$ cat src/rtl/dma2d_pkg.sv
package dma2d_pkg;
  localparam int ADDR_W = 32;
  localparam int CNT_W  = 16;
  localparam int MOD_W  = 16;

  typedef enum logic {ST_IDLE = 1'b0, ST_RUN = 1'b1} gen_state_t;

  // Strobes from control to datapath; at most one is high per cycle.
  typedef struct packed {
    logic loadCfg;   // copy config, point at start
    logic rewind;    // return to latched start (autobuffer)
    logic stepX;     // advance by inner stride
    logic stepY;     // advance by outer stride
  } dp_strobe_t;
endpackage

$ cat src/rtl/dma2d_datapath.sv
module dma2d_datapath
  import dma2d_pkg::*;
#(
  parameter int AW = ADDR_W,
  parameter int MW = MOD_W
) (
  input  logic          clk,
  input  logic          rstN,
  input  dp_strobe_t    strobe,
  input  logic [AW-1:0] startIn,
  input  logic [MW-1:0] xModIn,
  input  logic [MW-1:0] yModIn,
  output logic [AW-1:0] addr
);
  localparam int EXT_W = AW - MW;

  logic [AW-1:0] startLat;
  logic [MW-1:0] xModLat;
  logic [MW-1:0] yModLat;
  logic [AW-1:0] strideSel;

  always_comb begin
    if (strobe.stepY) strideSel = {{EXT_W{yModLat[MW-1]}}, yModLat};
    else              strideSel = {{EXT_W{xModLat[MW-1]}}, xModLat};
  end

  always_ff @(posedge clk or negedge rstN) begin
    if (!rstN) begin
      startLat <= '0;
      xModLat  <= '0;
      yModLat  <= '0;
      addr     <= '0;
    end else begin
      if (strobe.loadCfg) begin
        startLat <= startIn;
        xModLat  <= xModIn;
        yModLat  <= yModIn;
        addr     <= startIn;
      end else if (strobe.rewind) begin
        addr <= startLat;
      end else if (strobe.stepX || strobe.stepY) begin
        addr <= addr + strideSel;
      end
    end
  end
endmodule

$ cat src/rtl/dma2d_ctrl.sv
module dma2d_ctrl
  import dma2d_pkg::*;
#(
  parameter int CW = CNT_W
) (
  input  logic          clk,
  input  logic          rstN,
  input  logic [CW-1:0] xCountIn,
  input  logic [CW-1:0] yCountIn,
  input  logic [1:0]    startLow,
  input  logic          wideIn,
  input  logic          autoIn,
  input  logic          enable,
  input  logic          clrDone,
  input  logic          clrError,
  input  logic          addrReady,
  output logic          addrValid,
  output logic          running,
  output logic          done,
  output logic          error,
  output dp_strobe_t    strobe
);
  gen_state_t state;
  logic          enPrev;
  logic          autoLat;
  logic [CW-1:0] xLat;
  logic [CW-1:0] xRem;
  logic [CW-1:0] yLat;
  logic [CW-1:0] yRem;

  logic startReq, cfgBad, misaligned, fire, lastCol, lastRow, passEnd;

  assign misaligned = wideIn ? (startLow != 2'b00) : startLow[0];
  assign cfgBad     = (xCountIn == '0) || (yCountIn == '0) || misaligned;
  assign startReq   = enable && !enPrev && (state == ST_IDLE);
  assign addrValid  = (state == ST_RUN) && enable;
  assign running    = (state == ST_RUN);
  assign fire       = addrValid && addrReady;
  assign lastCol    = (xRem == CW'(1));
  assign lastRow    = (yRem == CW'(1));
  assign passEnd    = fire && lastCol && lastRow;

  always_comb begin
    strobe         = '0;
    strobe.loadCfg = startReq && !cfgBad;
    strobe.stepX   = fire && !lastCol;
    strobe.stepY   = fire && lastCol && !lastRow;
    strobe.rewind  = passEnd && autoLat;
  end

  always_ff @(posedge clk or negedge rstN) begin
    if (!rstN) begin
      state   <= ST_IDLE;
      enPrev  <= 1'b0;
      autoLat <= 1'b0;
      xLat    <= '0;
      yLat    <= '0;
      xRem    <= '0;
      yRem    <= '0;
      done    <= 1'b0;
      error   <= 1'b0;
    end else begin
      enPrev <= enable;

      if (strobe.loadCfg) begin
        state   <= ST_RUN;
        autoLat <= autoIn;
        xLat    <= xCountIn;
        yLat    <= yCountIn;
        xRem    <= xCountIn;
        yRem    <= yCountIn;
      end else if (state == ST_RUN) begin
        if (!enable) begin
          state <= ST_IDLE;
        end else if (passEnd) begin
          xRem <= xLat;
          yRem <= yLat;
          if (!autoLat) state <= ST_IDLE;
        end else if (strobe.stepY) begin
          xRem <= xLat;
          yRem <= yRem - CW'(1);
        end else if (strobe.stepX) begin
          xRem <= xRem - CW'(1);
        end
      end

      if (passEnd)       done <= 1'b1;
      else if (clrDone)  done <= 1'b0;

      if (startReq && cfgBad) error <= 1'b1;
      else if (clrError)      error <= 1'b0;
    end
  end
endmodule

$ cat src/rtl/dma2d_addr_gen.sv
module dma2d_addr_gen
  import dma2d_pkg::*;
(
  input  logic        clk,
  input  logic        rstN,
  input  logic [31:0] cfgStart,
  input  logic [15:0] cfgXCount,
  input  logic [15:0] cfgXModify,
  input  logic [15:0] cfgYCount,
  input  logic [15:0] cfgYModify,
  input  logic        cfgWide,
  input  logic        cfgAuto,
  input  logic        enable,
  input  logic        clrDone,
  input  logic        clrError,
  output logic        addrValid,
  input  logic        addrReady,
  output logic [31:0] addrOut,
  output logic        running,
  output logic        done,
  output logic        error
);
  dp_strobe_t strobe;

  dma2d_ctrl #(.CW(CNT_W)) u_ctrl (
    .clk       (clk),
    .rstN      (rstN),
    .xCountIn  (cfgXCount),
    .yCountIn  (cfgYCount),
    .startLow  (cfgStart[1:0]),
    .wideIn    (cfgWide),
    .autoIn    (cfgAuto),
    .enable    (enable),
    .clrDone   (clrDone),
    .clrError  (clrError),
    .addrReady (addrReady),
    .addrValid (addrValid),
    .running   (running),
    .done      (done),
    .error     (error),
    .strobe    (strobe)
  );

  dma2d_datapath #(.AW(ADDR_W), .MW(MOD_W)) u_dp (
    .clk     (clk),
    .rstN    (rstN),
    .strobe  (strobe),
    .startIn (cfgStart),
    .xModIn  (cfgXModify),
    .yModIn  (cfgYModify),
    .addr    (addrOut)
  );
endmodule

$ cat config.mk
export PLATFORM = sky130hd
export DESIGN_NAME = dma2d_addr_gen
export DESIGN_NICKNAME = d
export VERILOG_FILES = /design/src/rtl/dma2d_pkg.sv /design/src/rtl/dma2d_datapath.sv /design/src/rtl/dma2d_ctrl.sv /design/src/rtl/dma2d_addr_gen.sv
export SDC_FILE = /design/constraint.sdc
export NUM_CORES = 1
export LEC_CHECK = 0
export ABC_AREA = 1
export BUFFER_PORTS_ARGS = -buffer_cell sky130_fd_sc_hd__buf_4
export CORE_ASPECT_RATIO = 1.2
export CORE_MARGIN = 1.5
export CORE_UTILIZATION = 51
export DETAILED_ROUTE_END_ITERATION = 8
export GPL_ROUTABILITY_DRIVEN = 0
export PLACE_DENSITY = 0.83
export SLEW_MARGIN = 20
export SYNTH_ARGS = -nofsm -noshare
export SYNTH_HDL_FRONTEND = slang
export SYNTH_SLANG_ARGS = --single-unit
export TNS_END_PERCENT = 5
$ cat constraint.sdc
create_clock -name clk -period 3.8 [get_ports clk]
set_clock_uncertainty 0.15 [all_clocks]
set_input_delay 0.76 -clock clk [delete_from_list [all_inputs] [get_ports clk]]
set_output_delay 0.76 -clock clk [all_outputs]
set_load 0.01 [all_outputs]
==> results of run 1 <==
registers in the layout, summed over array words and instances, names as in the netlist, 16 cells and up:
name and flops:
u_ctrl.xLat 16, u_dp.addr 32, u_ctrl.xRem 16, u_dp.startLat 32, u_dp.yModLat 16, u_dp.xModLat 16, u_ctrl.yLat 16, u_ctrl.yRem 16
what timing repair did:
| item | 4_1_cts | 5_1_grt |
|---|---|---|
| buffers inserted | 0 | 2 |
| resized for setup | 0 | 29 |
| setup endpoints to repair | 0 | 21 |
report_power, final:
| part | switching [W] | internal [W] | leakage (nW) | total (W) |
|---|---|---|---|---|
| Combinational | 0.00195 | 0.00134 | 4.04 | 0.00329 |
| Sequential | 0.000419 | 0.00224 | 2.02 | 0.00266 |
| Clock | 0.000767 | 0.000860 | 0.250 | 0.00163 |
metal layers:
layer | global-route usage | share of wire | vias to the layer above
met5 | 0 | 0 | -
met4 | 0.117 | 0.033 | 0
met3 | 0.0502 | 0.064 | 81
met2 | 0.473 | 0.50 | 413
met1 | 0.337 | 0.40 | 4672
li1 | - | - | 4851
cells in the final DEF, fill, tap and decap left out, types with 17 or more instances in the layout:
master,instances
nor2_1,114
a31oi_1,17
dfrtp_1,165
buf_4,155
o21ai_0,101
inv_1,141
nand3_1,74
a21oi_1,40
nand2_1,525
clkbuf_16,17
xor2_1,18
ha_1,32
o211ai_1,29
final timing paths:
kind                                        from               end  slack (ns)  depth (start not counted)
max in group asynchronous                   rstN   u_ctrl.xRem[12]        2.51                          2
worst max-delay path              u_ctrl.xRem[1]     u_dp.addr[21]        0.16                         24
worst min register to register  u_dp.xModLat[13]  u_dp.xModLat[13]        0.33                          2
min in group clk                          enable     u_ctrl.enPrev        0.29                          1
worst min-delay path                        rstN  u_dp.startLat[3]        0.25                          1
worst max register to register    u_ctrl.xRem[1]     u_dp.addr[21]        0.16                         24
per-stage QoR:
stage               hold WS [ns]   util  std cells
floorplan                  0.293      -       1428
global placement           0.306  0.590       1803
detailed placement         0.313  0.590       1803
CTS                        0.281  0.618       1835
global route               0.279  0.623       1837
finish                     0.246  0.623       1837
cell type report:
| type | instances | area (um^2) | share of cell area |
|---|---|---|---|
| multi-input cells | 1070 | 5300 | 0.437 |
| flip-flops and latches | 165 | 4130 | 0.340 |
| repair buffers | 161 | 1270 | 0.105 |
| inverters | 148 | 559 | 0.0461 |
| clock buffers | 19 | 443 | 0.0365 |
| well taps | 261 | 327 | 0.0269 |
| clock inverters | 13 | 101 | 0.00835 |
cells by family (layout without fill, tap and decap cells):
family,Yosys count,count (layout),share of synthesized area
and+or+nand+nor,772,772,0.313
AOI/OAI and AO/OA,234,234,0.133
buffers and inverters,193,341,0.0762
DFF,165,165,0.408
adders and majority gates,36,36,0.0453
xor gates and xnor gates,28,28,0.0243
==> run metrics, run 1 <==
Clock Pin Slew Worst Setup and Hold Paths 0.07 ns; first-pass GRT wire length 45,300 um; Crit Path Max Fanout 23; worst min-delay path class in -> async; register area share after synthesis 0.408; Post-synth EDFFs 0; critical path data arrival time 3.82 ns; vias 10,000; Initial DRT Pass Iterations 5; Yosys top cell area share 0.408; Skew-Pair Late Insertion Delay 0.44 ns; fin nets 1,703; worst vdd rail ir drop 0.353 mV; synthesized instance count 1,428; Congestion Overflow GR 0; IO Pins 140; final hold vios 0; Fmax 275 MHz; PwrDens 624 nW/um^2; CTS Buf Count 17; setup ws final 0.159 ns; Setup TNS Final 0 ns; FP Rows 56; Synth cell types 43; Tot Pwr 0.00757 W; vias in the first global route 9,516; CP max stage delay 0.38 ns; Net Count, Synth 1,568; CTS tree built; initial antenna violation count 0; WP data required 3.98 ns; count of pins over their slew limit 0; Total GRT Usage 0.274; CTS Sinks 165; Max Cap Viol 0; IO Port Bufs 139; antenna fix cells 0; post-route ant nets 0; largest net degree at the start of global routing 129; Placed Area 11,500 um^2; endpoints failing setup 0; crit path buf inv count 4; CP Class reg -> reg; Avg Inst Size Synth 7.08 um^2; crit path cell chain inv_1 > ha_1 > inv_1 > nor2_1 > nand2_1 > nor2_4 > nand2_2 > nor2_4 > nand2_1 > buf_12 > o21ai_0 > ha_1 > nand2_1 > nand2_1 > o21bai_1 > a21oi_1 > o21ai_0 > buf_4 > nand2_1 > nand2_1 > xnor2_1 > nand2_1 > nand2_1 > nand2_1; DRT iter0 DRCs 990; CP Launch Type flip-flop; Tmin final 3.64 ns; Worst slew margin 0.431; CP most frequent cell nand2_1; vias per std cell 5.45; core area 19,500 um^2; Final HPWL DP 20,300 um; count leader, synth nand2_1; die height 157 um; synthesized flop and latch total 165; DR WL/cell 15.4 um; Mapped Area 10,100 um^2; fillers 1,713; Crit. End Element flip-flop; die width 132 um; Initial Util 0.519; clk root buf clkbuf_16; Least-Margin Pin Slew 0.853 ns; Synth area leaders dfrtp_1, nand2_1, o21ai_0; # hold bufs at CTS 0; Synth Flop Type dfrtp_1; # DRC 0; final WL 28,300 um; Synth area leader dfrtp_1; Synth async-reset ratio 1.00; CP max-delay cell ha_1; Synth top cells by count nand2_1, dfrtp_1, inv_1; layout cells sized above 1 0.157; worst slack, placed 0.109 ns; area delta synth->final 20.0%; maximum clock insertion buffer count 2; outcome finished clean; leakage 6.32 nW; period utilization 0.958; yosys warns 0; die area 20,700 um^2; Finished Cell Area 12,100 um^2; family with the most delay on the worst path simple AND/OR/NAND/NOR gates; RSZ-0062 raised after global routing yes; H-tree depth 4
Note: power is estimated with default switching activity, not from simulation.
==> run 2, diff against run 1 <==
- CTS_CLUSTER_SIZE: unset -> 16
- PLACE_DENSITY: 0.83 -> 0.8
- clock period: 3.8 -> 4.1 ns (I/O delays scaled with it)
==> run 2 against run 1 <==
Combinational power fell by 12%; maximum frequency fell by 2.7%; sequential share of layout area rose by 0.52 points; register-to-register slack improved by 0.20 ns; final cell count fell by 0.44%; clock power fell by 7%; first-iteration DRC count fell by 12%; worst hold slack improved by 0.078 ns; worst setup slack improved by 0.20 ns; global-route usage rose by 0.14 points; utilization fell by 0.93 points; cell area fell by 1.5%; largest cell class unchanged.
==> run metrics, run 2 (synthesis results as in run 1) <==
outcome finished clean (unchanged); vias 9,866 (was 10,000); CP Launch Type flip-flop (unchanged); Setup TNS Final 0 ns (unchanged); die area 20,700 um^2 (unchanged); Fmax 267 MHz (was 275 MHz); Final HPWL DP 20,700 um (was 20,300 um); leading cell type in the layout, fill and taps excluded nand2_1 (unchanged); largest registers u_dp.addr: 32 flops, u_dp.startLat: 32 flops (unchanged); first-pass GRT wire length 45,200 um (was 45,300 um); RSZ-0062 raised after global routing no (was yes); Skew-Pair Late Insertion Delay 0.43 ns (was 0.44 ns); fin nets 1,697 (was 1,703); Clock Pin Slew Worst Setup and Hold Paths 0.06 ns (was 0.07 ns); DR WL/cell 15.2 um (was 15.4 um); # DRC 0 (unchanged); Total GRT Usage 0.275 (was 0.274); Multi-input gate area 5230 um^2 (was 5300 um^2); critical path data arrival time 3.91 ns (was 3.82 ns); Max Cap Viol 0 (unchanged); initial antenna violation count 0 (unchanged); Worst slew margin 0.389 (was 0.431); CTS Buf Count 17 (unchanged); dpl cells 1,799 (was 1,803); setup ws final 0.358 ns (was 0.159 ns); Crit Path Max Fanout 31 (was 23); fillers 1,799 (was 1,713); leakage 6.27 nW (was 6.32 nW); Reg area 4130 um^2 (unchanged); final WL 27,800 um (was 28,300 um); CTS tree built (unchanged); Initial DRT Pass Iterations 6 (was 5); worst slack, placed 0.214 ns (was 0.109 ns); WP data required 4.27 ns (was 3.98 ns); maximum clock insertion buffer count 2 (unchanged); period utilization 0.913 (was 0.958); endpoints failing setup 0 (unchanged); area delta synth->final 18.3% (was 20.0%); Initial Util 0.519 (unchanged); largest net degree at the start of global routing 101 (was 129); H-tree depth 4 (unchanged); die width 132 um (unchanged); clk root buf clkbuf_16 (unchanged); PwrDens 575 nW/um^2 (was 624 nW/um^2); final hold vios 0 (unchanged); antenna fix cells 0 (unchanged); CTS Sinks 165 (unchanged); setup repair bufs after CTS 0 (unchanged); core area 19,500 um^2 (unchanged); count of pins over their slew limit 0 (unchanged); Tmin final 3.74 ns (was 3.64 ns); Least-Margin Pin Slew 0.916 ns (was 0.853 ns); IO Pins 140 (unchanged); Crit. End Element flip-flop (unchanged); worst min-delay path class reg -> reg (was in -> async); die height 157 um (unchanged); vias in the first global route 9,341 (was 9,516); Congestion Overflow GR 0 (unchanged); DRT iter0 DRCs 867 (was 990); worst vdd rail ir drop 0.335 mV (was 0.353 mV); post-route ant nets 0 (unchanged); commonest non-fill, non-tap cells in the layout nand2_1, dfrtp_1, buf_4 (unchanged); Non-Filler Instances 1,829 (was 1,837); FP Rows 56 (unchanged); CP Class reg -> reg (unchanged); vias per std cell 5.39 (was 5.45); layout cells sized above 1 0.138 (was 0.157); IO Port Bufs 139 (unchanged)
[run 2: per-stage QoR]
step	utilization	power [W]	cell area, um^2	hold slack, ns
floorplan	-	0.00438	10100	0.293
global placement	0.586	0.00524	11400	0.306
detailed placement	0.586	0.00532	11400	0.310
CTS	0.613	0.00684	11900	0.327
global route	0.614	0.00738	12000	0.345
finish	0.614	0.00688	12000	0.324
[run 2: repair_timing]
| item | CTS | global route |
|---|---|---|
| resized for setup | 0 | 5 |
| hold buffers | 0 | 0 |
| endpoints found under the setup margin | 0 | 15 |
[run 2: report_power, final]
group	internal, W	switching (W)
Clock	0.000842	0.000665
Sequential	0.00207	0.000390
Combinational	0.00117	0.00174
[run 2: critical path, cell delays in order (launching register included)]
cell	delay, ns
dfrtp_1	0.35
inv_1	0.11
ha_1	0.19
inv_1	0.05
nor2_1	0.08
nand2_1	0.09
nor2_4	0.13
nand2_2	0.11
nor2_4	0.10
nand2_1	0.09
buf_12	0.17
o21ai_0	0.35
ha_1	0.36
nand2_1	0.13
inv_1	0.05
a21oi_1	0.13
nand2_1	0.15
nand2_1	0.10
nand2_1	0.12
a21oi_1	0.22
o21ai_0	0.11
a21oi_1	0.21
o21bai_1	0.08
[run 2: cell type report]
| type | instances | area share |
|---|---|---|
| flip-flops and latches | 165 | 0.345 |
| multi-input cells | 1070 | 0.437 |
| well taps | 261 | 0.0273 |
| repair buffers | 155 | 0.0987 |
| inverters | 148 | 0.0469 |
| clock buffers | 21 | 0.0377 |
| clock inverters | 9 | 0.00680 |
[run 2: per-layer routing]
metal / global-route usage / up-vias / share of wire
met1: 0.349 / 4592 / 0.42
met2: 0.471 / 357 / 0.48
met4: 0.124 / 0 / 0.037
met5: 0 / - / 0
li1: - / 4842 / -
met3: 0.0386 / 75 / 0.056
[run 2: worst paths after layout]
check / startpoint / end / slack (ns) / depth (start not counted)
min: u_dp.startLat[4] / u_dp.startLat[4] / 0.32 / 2
min in group asynchronous: rstN / u_dp.startLat[26] / 0.33 / 1
max in group asynchronous: rstN / u_ctrl.xRem[8] / 2.61 / 2
max: u_ctrl.xRem[1] / u_dp.addr[23] / 0.36 / 22
min reg2reg: u_dp.startLat[4] / u_dp.startLat[4] / 0.32 / 2
max reg2reg: u_ctrl.xRem[1] / u_dp.addr[23] / 0.36 / 22
